==> src/rtl/rac_pkg.sv <==
// Shared types for the remote block request tracker.
// Assumes: bus commands are encoded on 2 bits as listed below.
package rac_pkg;
    typedef enum logic [2:0] {
        ST_PEND    = 3'd0,   // waiting for network reply, requester masked
        ST_READY   = 3'd1,   // reply held, waiting for the retried access
        ST_NAKD    = 3'd2,   // stale reply, next access gets a NAK
        ST_SHARED  = 3'd3,   // clean shared copy kept
        ST_SDIRTY  = 3'd4,   // shared-dirty, tracker owns the block
        ST_ACKWAIT = 3'd5    // data handed out, invalidation acks outstanding
    } rac_state_t;

    localparam logic [1:0] CMD_READ  = 2'b00;
    localparam logic [1:0] CMD_READX = 2'b01;
    localparam logic [1:0] CMD_DFILL = 2'b10;
endpackage

==> src/rtl/rac_entry.sv <==
// One tracker entry: tag match on every input stream and the entry's own state machine.
// Assumes: the top allocates only on a miss, and it answers retry (so this entry
// ignores the access) whenever a reply, ack or invalidation hits the entry in the same cycle.
module rac_entry
    import rac_pkg::*;
#(
    parameter int ADDR_W = 16,
    parameter int DATA_W = 32,
    parameter int REQ_W  = 2,
    parameter int ACK_W  = 4
) (
    input  logic              clk,
    input  logic              rst_n,
    input  logic              alloc,
    input  logic              bus_valid,
    input  logic [1:0]        bus_cmd,
    input  logic [ADDR_W-1:0] bus_addr,
    input  logic [REQ_W-1:0]  bus_id,
    input  logic [DATA_W-1:0] bus_wdata,
    input  logic              rsp_valid,
    input  logic [ADDR_W-1:0] rsp_addr,
    input  logic [DATA_W-1:0] rsp_data,
    input  logic [ACK_W-1:0]  rsp_acks,
    input  logic              ack_valid,
    input  logic [ADDR_W-1:0] ack_addr,
    input  logic              inv_valid,
    input  logic [ADDR_W-1:0] inv_addr,
    output logic              valid,
    output rac_state_t        state,
    output logic [REQ_W-1:0]  req_id,
    output logic [DATA_W-1:0] data,
    output logic              hit_bus,
    output logic              hit_rsp,
    output logic              hit_ack,
    output logic              hit_inv
);
    logic [ADDR_W-1:0] tag;
    logic [ACK_W-1:0]  acks;
    logic              excl;
    logic              stale;

    // Match decode for each input stream.
    always_comb begin
        hit_bus = bus_valid && valid && (tag == bus_addr);
        hit_rsp = rsp_valid && valid && (state == ST_PEND) && (tag == rsp_addr);
        hit_ack = ack_valid && valid && (tag == ack_addr) && (acks != '0)
                  && ((state == ST_READY) || (state == ST_ACKWAIT));
        hit_inv = inv_valid && valid && (tag == inv_addr)
                  && (((state == ST_PEND) && !excl) || (state == ST_SHARED));
    end

    // Entry state update, one event per cycle in priority order.
    always_ff @(posedge clk) begin
        if (!rst_n) begin
            valid  <= 1'b0;
            state  <= ST_PEND;
            tag    <= '0;
            req_id <= '0;
            data   <= '0;
            acks   <= '0;
            excl   <= 1'b0;
            stale  <= 1'b0;
        end else if (alloc) begin
            valid  <= 1'b1;
            tag    <= bus_addr;
            req_id <= bus_id;
            acks   <= '0;
            stale  <= 1'b0;
            if (bus_cmd == CMD_DFILL) begin
                state <= ST_SDIRTY;
                data  <= bus_wdata;
                excl  <= 1'b0;
            end else begin
                state <= ST_PEND;
                excl  <= (bus_cmd == CMD_READX);
            end
        end else if (hit_rsp) begin
            if (stale) begin
                state <= ST_NAKD;
            end else begin
                state <= ST_READY;
                data  <= rsp_data;
                acks  <= rsp_acks;
            end
        end else if (hit_ack) begin
            acks <= acks - ACK_W'(1);
            if ((state == ST_ACKWAIT) && (acks == ACK_W'(1))) valid <= 1'b0;
        end else if (hit_inv) begin
            if (state == ST_SHARED) valid <= 1'b0;
            else                    stale <= 1'b1;
        end else if (hit_bus) begin
            case (state)
                ST_READY: if (bus_cmd != CMD_DFILL) begin
                    if (!excl)              state <= ST_SHARED;
                    else if (acks == '0)    valid <= 1'b0;
                    else                    state <= ST_ACKWAIT;
                end
                ST_NAKD: if (bus_cmd != CMD_DFILL) valid <= 1'b0;
                ST_SHARED: begin
                    if (bus_cmd == CMD_READX) begin
                        state  <= ST_PEND;
                        excl   <= 1'b1;
                        req_id <= bus_id;
                    end else if (bus_cmd == CMD_DFILL) begin
                        state <= ST_SDIRTY;
                        data  <= bus_wdata;
                    end
                end
                ST_SDIRTY: begin
                    if (bus_cmd == CMD_READX)      valid <= 1'b0;
                    else if (bus_cmd == CMD_DFILL) data  <= bus_wdata;
                end
                default: ;
            endcase
        end
    end
endmodule

==> src/rtl/rac_tracker.sv <==
// Remote block request tracker: entry table, allocation, bus response, arbitration mask.
// Assumes: tags in the table are unique (allocation happens only on a miss);
// bus responses are registered and appear one cycle after the access.
module rac_tracker
    import rac_pkg::*;
#(
    parameter int NUM_ENTRIES = 4,
    parameter int NUM_REQ     = 4,
    parameter int ADDR_W      = 16,
    parameter int DATA_W      = 32,
    parameter int ACK_W       = 4,
    parameter int REQ_W       = (NUM_REQ > 1) ? $clog2(NUM_REQ) : 1
) (
    input  logic               clk,
    input  logic               rst_n,
    input  logic               bus_valid,
    input  logic [1:0]         bus_cmd,
    input  logic [ADDR_W-1:0]  bus_addr,
    input  logic [REQ_W-1:0]   bus_id,
    input  logic [DATA_W-1:0]  bus_wdata,
    output logic               bus_retry,
    output logic               bus_hit,
    output logic               bus_nak,
    output logic [DATA_W-1:0]  bus_rdata,
    output logic [NUM_REQ-1:0] arb_mask,
    input  logic               rsp_valid,
    input  logic [ADDR_W-1:0]  rsp_addr,
    input  logic [DATA_W-1:0]  rsp_data,
    input  logic [ACK_W-1:0]   rsp_acks,
    input  logic               ack_valid,
    input  logic [ADDR_W-1:0]  ack_addr,
    input  logic               inv_valid,
    input  logic [ADDR_W-1:0]  inv_addr,
    output logic               err_flag
);
    logic [NUM_ENTRIES-1:0] e_valid, hit_bus, hit_rsp, hit_ack, hit_inv, alloc;
    rac_state_t             e_state [NUM_ENTRIES];
    logic [REQ_W-1:0]       e_id    [NUM_ENTRIES];
    logic [DATA_W-1:0]      e_data  [NUM_ENTRIES];

    for (genvar g = 0; g < NUM_ENTRIES; g++) begin : g_entry
        rac_entry #(
            .ADDR_W(ADDR_W), .DATA_W(DATA_W), .REQ_W(REQ_W), .ACK_W(ACK_W)
        ) u_entry (
            .clk(clk), .rst_n(rst_n), .alloc(alloc[g]),
            .bus_valid(bus_valid), .bus_cmd(bus_cmd), .bus_addr(bus_addr),
            .bus_id(bus_id), .bus_wdata(bus_wdata),
            .rsp_valid(rsp_valid), .rsp_addr(rsp_addr), .rsp_data(rsp_data),
            .rsp_acks(rsp_acks), .ack_valid(ack_valid), .ack_addr(ack_addr),
            .inv_valid(inv_valid), .inv_addr(inv_addr),
            .valid(e_valid[g]), .state(e_state[g]), .req_id(e_id[g]),
            .data(e_data[g]), .hit_bus(hit_bus[g]), .hit_rsp(hit_rsp[g]),
            .hit_ack(hit_ack[g]), .hit_inv(hit_inv[g])
        );
    end

    rac_state_t        sel_state;
    logic [DATA_W-1:0] sel_data;
    logic              bus_busy;
    logic              any_hit;

    // Mux out the state and data of the entry the bus access matched.
    always_comb begin
        sel_state = ST_PEND;
        sel_data  = '0;
        for (int i = 0; i < NUM_ENTRIES; i++) begin
            if (hit_bus[i]) begin
                sel_state = e_state[i];
                sel_data  = e_data[i];
            end
        end
        any_hit  = |hit_bus;
        bus_busy = |(hit_bus & (hit_rsp | hit_ack | hit_inv));
    end

    // Pick the lowest free entry for a miss.
    always_comb begin
        logic found;
        found = 1'b0;
        alloc = '0;
        for (int i = 0; i < NUM_ENTRIES; i++) begin
            if (!e_valid[i] && !found && bus_valid && !any_hit) begin
                alloc[i] = 1'b1;
                found    = 1'b1;
            end
        end
    end

    logic nx_retry, nx_hit, nx_nak;

    // Decide the bus answer for a read or read-exclusive.
    always_comb begin
        nx_retry = 1'b0;
        nx_hit   = 1'b0;
        nx_nak   = 1'b0;
        if (bus_valid && (bus_cmd != CMD_DFILL)) begin
            if (!any_hit || bus_busy) begin
                nx_retry = 1'b1;
            end else begin
                case (sel_state)
                    ST_READY, ST_SDIRTY: nx_hit = 1'b1;
                    ST_NAKD:             nx_nak = 1'b1;
                    ST_SHARED: begin
                        nx_hit   = (bus_cmd == CMD_READ);
                        nx_retry = (bus_cmd != CMD_READ);
                    end
                    default:             nx_retry = 1'b1;
                endcase
            end
        end
    end

    // Register the bus answer and the sticky error.
    always_ff @(posedge clk) begin
        if (!rst_n) begin
            bus_retry <= 1'b0;
            bus_hit   <= 1'b0;
            bus_nak   <= 1'b0;
            bus_rdata <= '0;
            err_flag  <= 1'b0;
        end else begin
            bus_retry <= nx_retry;
            bus_hit   <= nx_hit;
            bus_nak   <= nx_nak;
            bus_rdata <= nx_hit ? sel_data : '0;
            err_flag  <= err_flag || (rsp_valid && !(|hit_rsp))
                                  || (ack_valid && !(|hit_ack));
        end
    end

    // Block every requester that owns an entry still waiting for its reply.
    always_comb begin
        arb_mask = '0;
        for (int i = 0; i < NUM_ENTRIES; i++) begin
            if (e_valid[i] && (e_state[i] == ST_PEND)) arb_mask[e_id[i]] = 1'b1;
        end
    end
endmodule

==> config.mk <==
export PLATFORM = sky130hd
export DESIGN_NAME = rac_tracker
export DESIGN_NICKNAME = d
export VERILOG_FILES = /design/src/rtl/rac_pkg.sv /design/src/rtl/rac_entry.sv /design/src/rtl/rac_tracker.sv
export SDC_FILE = /design/constraint.sdc
export NUM_CORES = 1
export LEC_CHECK = 0
export BUFFER_PORTS_ARGS = -buffer_cell sky130_fd_sc_hd__buf_2
export CAP_MARGIN = 20
export CORE_ASPECT_RATIO = 0.6
export CORE_MARGIN = 2
export CORE_UTILIZATION = 50
export DETAILED_ROUTE_END_ITERATION = 10
export HOLD_SLACK_MARGIN = 0.05
export PLACE_DENSITY = 0.8
export SYNTH_ARGS = -nofsm -noshare
export SYNTH_HDL_FRONTEND = slang
export SYNTH_HIERARCHICAL = 1
export SYNTH_SLANG_ARGS = --single-unit
==> constraint.sdc <==
create_clock -name clk -period 6.6 [get_ports clk]
set_input_delay 0.33 -clock clk [delete_from_list [all_inputs] [get_ports clk]]
set_output_delay 0.33 -clock clk [all_outputs]
set_load 0.05 [all_outputs]
---- Word-level counts from Yosys, hierarchy flattened ----
Index checks and enable logic that the tools add are counted.
storage, ports and cells
  register bits after elaboration ......... 276
  input port bits ......................... 142
operators by class
  add/subtract/negate cells ............... 4
  order comparisons ....................... 8
  equal/unequal tests ..................... 119
  muxes and demuxes ....................... 220
  bitwise operators ....................... 20
  reductions and logical operators ........ 194
operator list
  operator                                                count
  2-to-1 mux 32 bit                                       40
  equality test 16 bit                                    16
  2-to-1 mux 3 bit                                        39
  2-to-1 mux 1 bit                                        82
  logical AND 1 bit                                       78
  inequality test 5 x 2 -> 1 bit (second input constant)  15
  2-to-1 mux 4 bit                                        16
  2-to-1 mux 2 bit                                        29
  AND reduction 6 bit                                     8
  nonzero test 4 bit                                      12
  inequality test 5 x 3 -> 1 bit (second input constant)  8
  AND reduction 10 bit                                    4
  inequality test 3 x 1 -> 1 bit (second input constant)  12
  nonzero test 2 bit                                      17
  inequality test 4 x 2 -> 1 bit (second input constant)  8
  equality test 3 x 2 -> 1 bit (second input constant)    10
  AND reduction 7 bit                                     4
  equality test 3 bit (second input constant)             9
  inequality test 5 x 1 -> 1 bit (second input constant)  5
  inequality test 2 x 1 -> 1 bit (second input constant)  12
  inequality test 3 x 2 -> 1 bit (second input constant)  8
  one-hot mux 3 bit (2 select lines)                      4
  nonzero test 3 bit                                      8
  nonzero test 6 bit                                      4
  other kinds (24)                                        117

---- Depth between registers and ports, before layout ----
  word-level depth ........................ 23
  depth in mapped cells ................... 17
  depth with buffers taken out ............ 13

---- Hierarchy ----
The synthesis kept the hierarchy.
modules (own cells, without submodules)
  module                              instances  cells each  area each (µm²)  sequential area each (µm²)
  rac_entry (g_entry[0].u_entry ...)  2          511         4366.7           1201.2
  rac_entry (g_entry[3].u_entry)      1          516         4534.3           1201.2
  rac_entry (g_entry[2].u_entry)      1          456         4175.3           1201.2
  rac_tracker                         1          304         2523.7           720.7

---- Worst setup path before layout ----
Ideal clock, no wire load.
  path type ............................... reg2reg
  start point ............................. reg g_entry[2].u_entry.tag[15]
  end point ............................... reg g_entry[3].u_entry.tag[0]
  library setup time ...................... 0.116 ns
  arrival ................................. 3.411 ns
  required time ........................... 6.484 ns
  path slack .............................. 3.072 ns
  stages on the path, launching flop included .. 15
  clock period less this slack ............ 3.528 ns
  path through ............................ dfxtp_1 -> clkbuf_1 -> xnor2_1 -> nand4_1 -> nor4_1 -> and4_1 -> buf_2 -> nor2_1 -> nand2_1 -> or3_1 -> nor3b_1 -> buf_1 -> buf_1 -> mux2i_1 -> nor2b_1
between the ends
  word-level cells in the longest chain between the ends .. 21
ends and longest elaborated chain
  what                            line               source
  start, declared                 rac_entry.sv:37    logic [ADDR_W-1:0] tag;
  start signal, assigned          rac_entry.sv:65    tag <= bus_addr;
  equality test 16 bit *          rac_entry.sv:44    hit_bus = bus_valid && valid && (tag == bus_addr);
  logical AND 1 bit *             rac_entry.sv:44
  via hit_bus[2]                  rac_tracker.sv:36  logic [NUM_ENTRIES-1:0] e_valid, hit_bus, hit_rsp, hit_ack, hit_inv, alloc;
  OR reduction 4 bit *            rac_tracker.sv:72  any_hit = |hit_bus;
  zero test 1 bit *               rac_tracker.sv:82  if (!e_valid[i] && !found && bus_valid && !any_hit) begin
  logical AND 1 bit               rac_tracker.sv:82
  2-to-1 mux 1 bit                rac_tracker.sv:82
  zero test 1 bit                 rac_tracker.sv:82
  [... 4 more ...]                -
  zero test 1 bit                 rac_tracker.sv:82
  logical AND 1 bit (3 in a row)  rac_tracker.sv:82
  2-to-1 mux 1 bit                rac_tracker.sv:82
  zero test 1 bit                 rac_tracker.sv:82
  logical AND 1 bit (2 in a row)  rac_tracker.sv:82
  logical AND 1 bit *             rac_tracker.sv:82
  2-to-1 mux 1 bit *              rac_tracker.sv:82
  via alloc[3]                    rac_tracker.sv:36
  end signal, assigned            rac_entry.sv:65
  end, declared                   rac_entry.sv:37
Mark *: on every way through the listed nets, which the timed path passes. The rest lies on a longest branch.
A chain may end at the register's enable or synchronous reset.

---- Worst setup path after layout ----
  start point ............................. reg g_entry[0].u_entry.tag[8]
  end point ............................... reg g_entry[2].u_entry.data[23]
between the ends
  word-level cells in the longest chain between the ends .. 18
  elaborated cells on any way between the ends .. 24
  classes of those cells .................. 5 x eq/ne; 4 x mux; 15 x reduce/logical
ends and longest elaborated chain
  what                                                                    line               source
  start, declared                                                         rac_entry.sv:37
  start signal, assigned                                                  rac_entry.sv:65
  equality test 16 bit *                                                  rac_entry.sv:44
  logical AND 1 bit *                                                     rac_entry.sv:44
  via hit_bus[0]                                                          rac_tracker.sv:36
  OR reduction 4 bit *                                                    rac_tracker.sv:72
  zero test 1 bit *                                                       rac_tracker.sv:82
  logical AND 1 bit                                                       rac_tracker.sv:82
  2-to-1 mux 1 bit                                                        rac_tracker.sv:82
  zero test 1 bit                                                         rac_tracker.sv:82
  logical AND 1 bit (3 in a row)                                          rac_tracker.sv:82
  2-to-1 mux 1 bit                                                        rac_tracker.sv:82
  zero test 1 bit                                                         rac_tracker.sv:82
  logical AND 1 bit (2 in a row)                                          rac_tracker.sv:82
  logical AND 1 bit *                                                     rac_tracker.sv:82
  2-to-1 mux 1 bit *                                                      rac_tracker.sv:82
  via alloc[2]                                                            rac_tracker.sv:36
  inequality test 3 x 1 -> 1 bit (no line), or another cell as far along  -
  AND reduction 6 bit (no line)                                           -
  end signal, assigned                                                    rac_entry.sv:82    data <= rsp_data;
  end signal, assigned                                                    rac_entry.sv:106   data <= bus_wdata;
  end signal, assigned                                                    rac_entry.sv:111   else if (bus_cmd == CMD_DFILL) data <= bus_wdata;
  end, declared                                                           rac_entry.sv:31    output logic [DATA_W-1:0] data,
Marks and branches as above.

==> flow_summary_export.csv <==
group,metric,value,unit
setup_path,max_stage_delay,0.96,ns
layout,area_delta_synth_final,9.04,%
route,vias,19600,
route,drt_iter0_markers,3203,
setup_path,cp_top_family,"simple AND/OR/NAND/NOR gates",
yosys,synth_top_family_by_area,"simple AND/OR/NAND/NOR gates",
clock_network,holdBufCountCts,2,
die,coreArea,0.0392,mm^2
clock_network,post_cts_buffers,0,
placed_design,dp_hpwl,56.7,mm
run_status,status,"complete, no violations",
setup_path,critPathLaunchType,"register",
yosys,synthAdderAreaFrac,0.501,%
global_routing,grt_pass1_wl,116,mm
timing,finClkSkew,0.0252,ns
route,ant_nets,0,
layout,drive_gt1_share,17.4,%
global_routing,grt_max_degree,96,
yosys,ys_top_cells_by_area,"dfxtp_1 28%, mux2i_1 15%, xor2_1 8.1%, o21ai_0 3.8%, o211ai_1 3.7%",
global_routing,overflow,0,
global_routing,grt_pass1_vias,17700,
timing,rsz0062_at_grt,"false",
timing,fin_tns_setup,0,ns
die,die-height,159,um
setup_path,crit_fanout,29,
clock_network,tritoncts,"built",
timing,post-route-period-util,75.7,%
timing,fmax,0.200,GHz
clock_network,numCtsBuffers,29,
pwr,peakVddDrop,0.208,mV
die,std_cell_rows,56,
clock_network,cts.sinks,276,
yosys,synthDistinctLibCells,99,
yosys,yosys.area.top_type,"dfxtp_1",
yosys,synth_fp_nets,2448,
setup_path,end_kind,"register",
yosys,synthXorXnorAreaFrac,11.5,%
yosys,avgSynthCellArea,8.69,um^2
route,drc,0,
setup_path,cp.arrival,5.51,ns
timing,slew_viol_final,0,
timing,setup_viol,0,
timing,relSlewSlack,21.3,%
yosys,syn_area,0.0200,mm^2
setup_path,cp_cell_sequence,"xor2_1 -> nor4_1 -> nand2_1 -> nor3_2 -> buf_4 -> nor2_1 -> nand2_1 -> or3_1 -> nor2_2 -> buf_4 -> nand2b_1 -> o22ai_4 -> buf_4 -> o2bb2ai_2",
clock_network,clkLatencyLatePin,0.59,ns
timing,period_minus_slack,5.00,ns
global_routing,grt_usage,36.6,%
setup_path,crit_type,"reg2reg",
yosys,async_flop_share,0,%
route,wirelength,79.1,mm
route,wl_per_cell,27.4,um
clock_network,cts_resized,0,
clock_network,cts.path.max_buffers,3,
timing,hold_viol_final,0,
global_routing,antenna_found_initial,3,
yosys,yosys.area_share.simple,20.2,%
setup_path,required,7.11,ns
placed_design,io_buffer_count,181,
job,cap_violations,0,
yosys,synth-compound-area-share,18.3,%
route,via_per_inst,6.79,
layout,final_net_count,2488,
clock_network,cts_root_buffer,"clkbuf_16",
setup_path,cp_slowest_cell,"o22ai_4",
setup_path,cp_common_cell,"buf_4",
setup_path,crit_buf_inv,3,
yosys,yosysSeqAreaShare,27.7,%
yosys,synth_top_flop_cell,"dfxtp_1",
hold_path,hp-class,"in2reg",
yosys,yosys_warnings,6,
yosys,syn_inst,2298,
pwr,power.density,185,mW/mm^2
route,dr.pass1.iters,6,
layout,final_util,55.5,%
clock_network,htree_levels,1,
timing,max_slew.worst_pin.slew,1.18,ns
die,die_area,0.0416,mm^2
yosys,synthMuxAreaShare,15.6,%
yosys,synth_edf_count,0,
die,start_util,50.9,%
clock_network,path_clk_slew,0.07,ns
pwr,leakage,0.00852,uW
yosys,synth-seq-cells,276,
die,die_w,262,um
placed_design,gp_congestion,1.07,
yosys,netlist.area_leader.share,27.7,%
die,io_pins,182,
[state kept, by name, indices dropped and copies added (netlist names), 4 cells and up]
register,flops
g_entry.u_entry/data,128
g_entry.u_entry/tag,64
bus_rdata,32
g_entry.u_entry/acks,16
g_entry.u_entry/state,12
g_entry.u_entry/req_id,8
g_entry.u_entry/excl,4
g_entry.u_entry/stale,4
g_entry.u_entry/valid,4
[power by group]
part | internal (uW) | switching (uW)
registers | 1690 | 60.1
logic | 206 | 380
clock network | 917 | 783
[area by class of cell]
cell class / count / area, um^2
Antenna cell: 3 / 7.51
Inverter: 24 / 90.1
Tap cell: 522 / 653
Clock buffer: 32 / 757
Clock inverter: 22 / 198
Multi-Input combinational cell: 1781 / 13300
Timing Repair Buffer: 226 / 1250
Sequential cell: 276 / 5530
Fill cell: 3450 / 17500
[synthesized netlist by cell type (all sizes together), types with 11 or more instances]
| cell | count |
|---|---|
| a211oi | 11 |
| a21oi | 62 |
| a221oi | 36 |
| a31oi | 14 |
| and2 | 16 |
| buf | 88 |
| clkbuf | 129 |
| dfxtp | 276 |
| inv | 21 |
| mux2i | 309 |
| nand2 | 198 |
| nand3 | 44 |
| nand4 | 29 |
| nor2 | 79 |
| nor2b | 88 |
| nor3 | 101 |
| nor3b | 16 |
| nor4 | 67 |
| o211ai | 100 |
| o21ai | 153 |
| o2bb2ai | 32 |
| or4 | 15 |
| xnor2 | 71 |
| xor2 | 188 |
[worst paths after layout]
kind | slack [ns] | cells past startpoint | from | to
worst max-delay path | 1.60 | 14 | g_entry[0].u_entry/tag[8] | g_entry[2].u_entry/data[23]
worst min-delay path | 0.11 | 3 | rsp_data[13] | g_entry[3].u_entry/data[13]
worst max register to register | 1.60 | 14 | g_entry[0].u_entry/tag[8] | g_entry[2].u_entry/data[23]
worst min register to register | 0.48 | 2 | g_entry[3].u_entry/data[11] | g_entry[3].u_entry/data[11]
[worst register-to-register path, delay by kind of cell (launching register included)]
kind                      cells  cell delay [ns]
AOI/OAI and AO/OA             2             1.11
and+or+nand+nor               8             2.04
buffers and inverters         3             0.94
DFF                           1             0.69
xor gates and xnor gates      1             0.14
[cells by family after synthesis]
family,count (synthesis)
xor gates and xnor gates,259
buffers and inverters,241
DFF,276
adders and majority gates,8
muxes,309
and+or+nand+nor,721
AOI/OAI and AO/OA,484
[cells in the final DEF, fill, tap and decap left out, drive strengths merged, types with 36 or more instances in the layout]
| cell | n |
|---|---|
| a21oi | 62 |
| o211ai | 100 |
| nor3 | 101 |
| nor2b | 88 |
| xor2 | 188 |
| nor4 | 67 |
| nand2 | 198 |
| dfxtp | 276 |
| o21ai | 153 |
| nand3 | 44 |
| buf | 224 |
| xnor2 | 71 |
| mux2i | 309 |
| a221oi | 36 |
| nor2 | 79 |
[stage by stage]
step,instance area (um^2),setup WS [ns],hold slack (ns),instances,total power (uW)
final,21800,1.60,0.113,2886,4040
after global routing,21800,1.52,0.138,2885,4130
after CTS,21800,1.92,0.100,2883,4010
after detailed placement,20800,1.92,0.469,2827,2340
after global placement,20800,1.91,0.456,2827,2330
after floorplan,20000,3.07,0.446,2298,2100
[metal layers]
layer | wire length (um) | vias up | GRT usage, %
met3 | 12800 | 210 | 14.2
met4 | 2260 | 0 | 8.68
met5 | 0 | - | 0
li1 | - | 8427 | -
met2 | 30700 | 1579 | 48.3
met1 | 33200 | 9389 | 54.7
(Power assumes the default switching activity.)
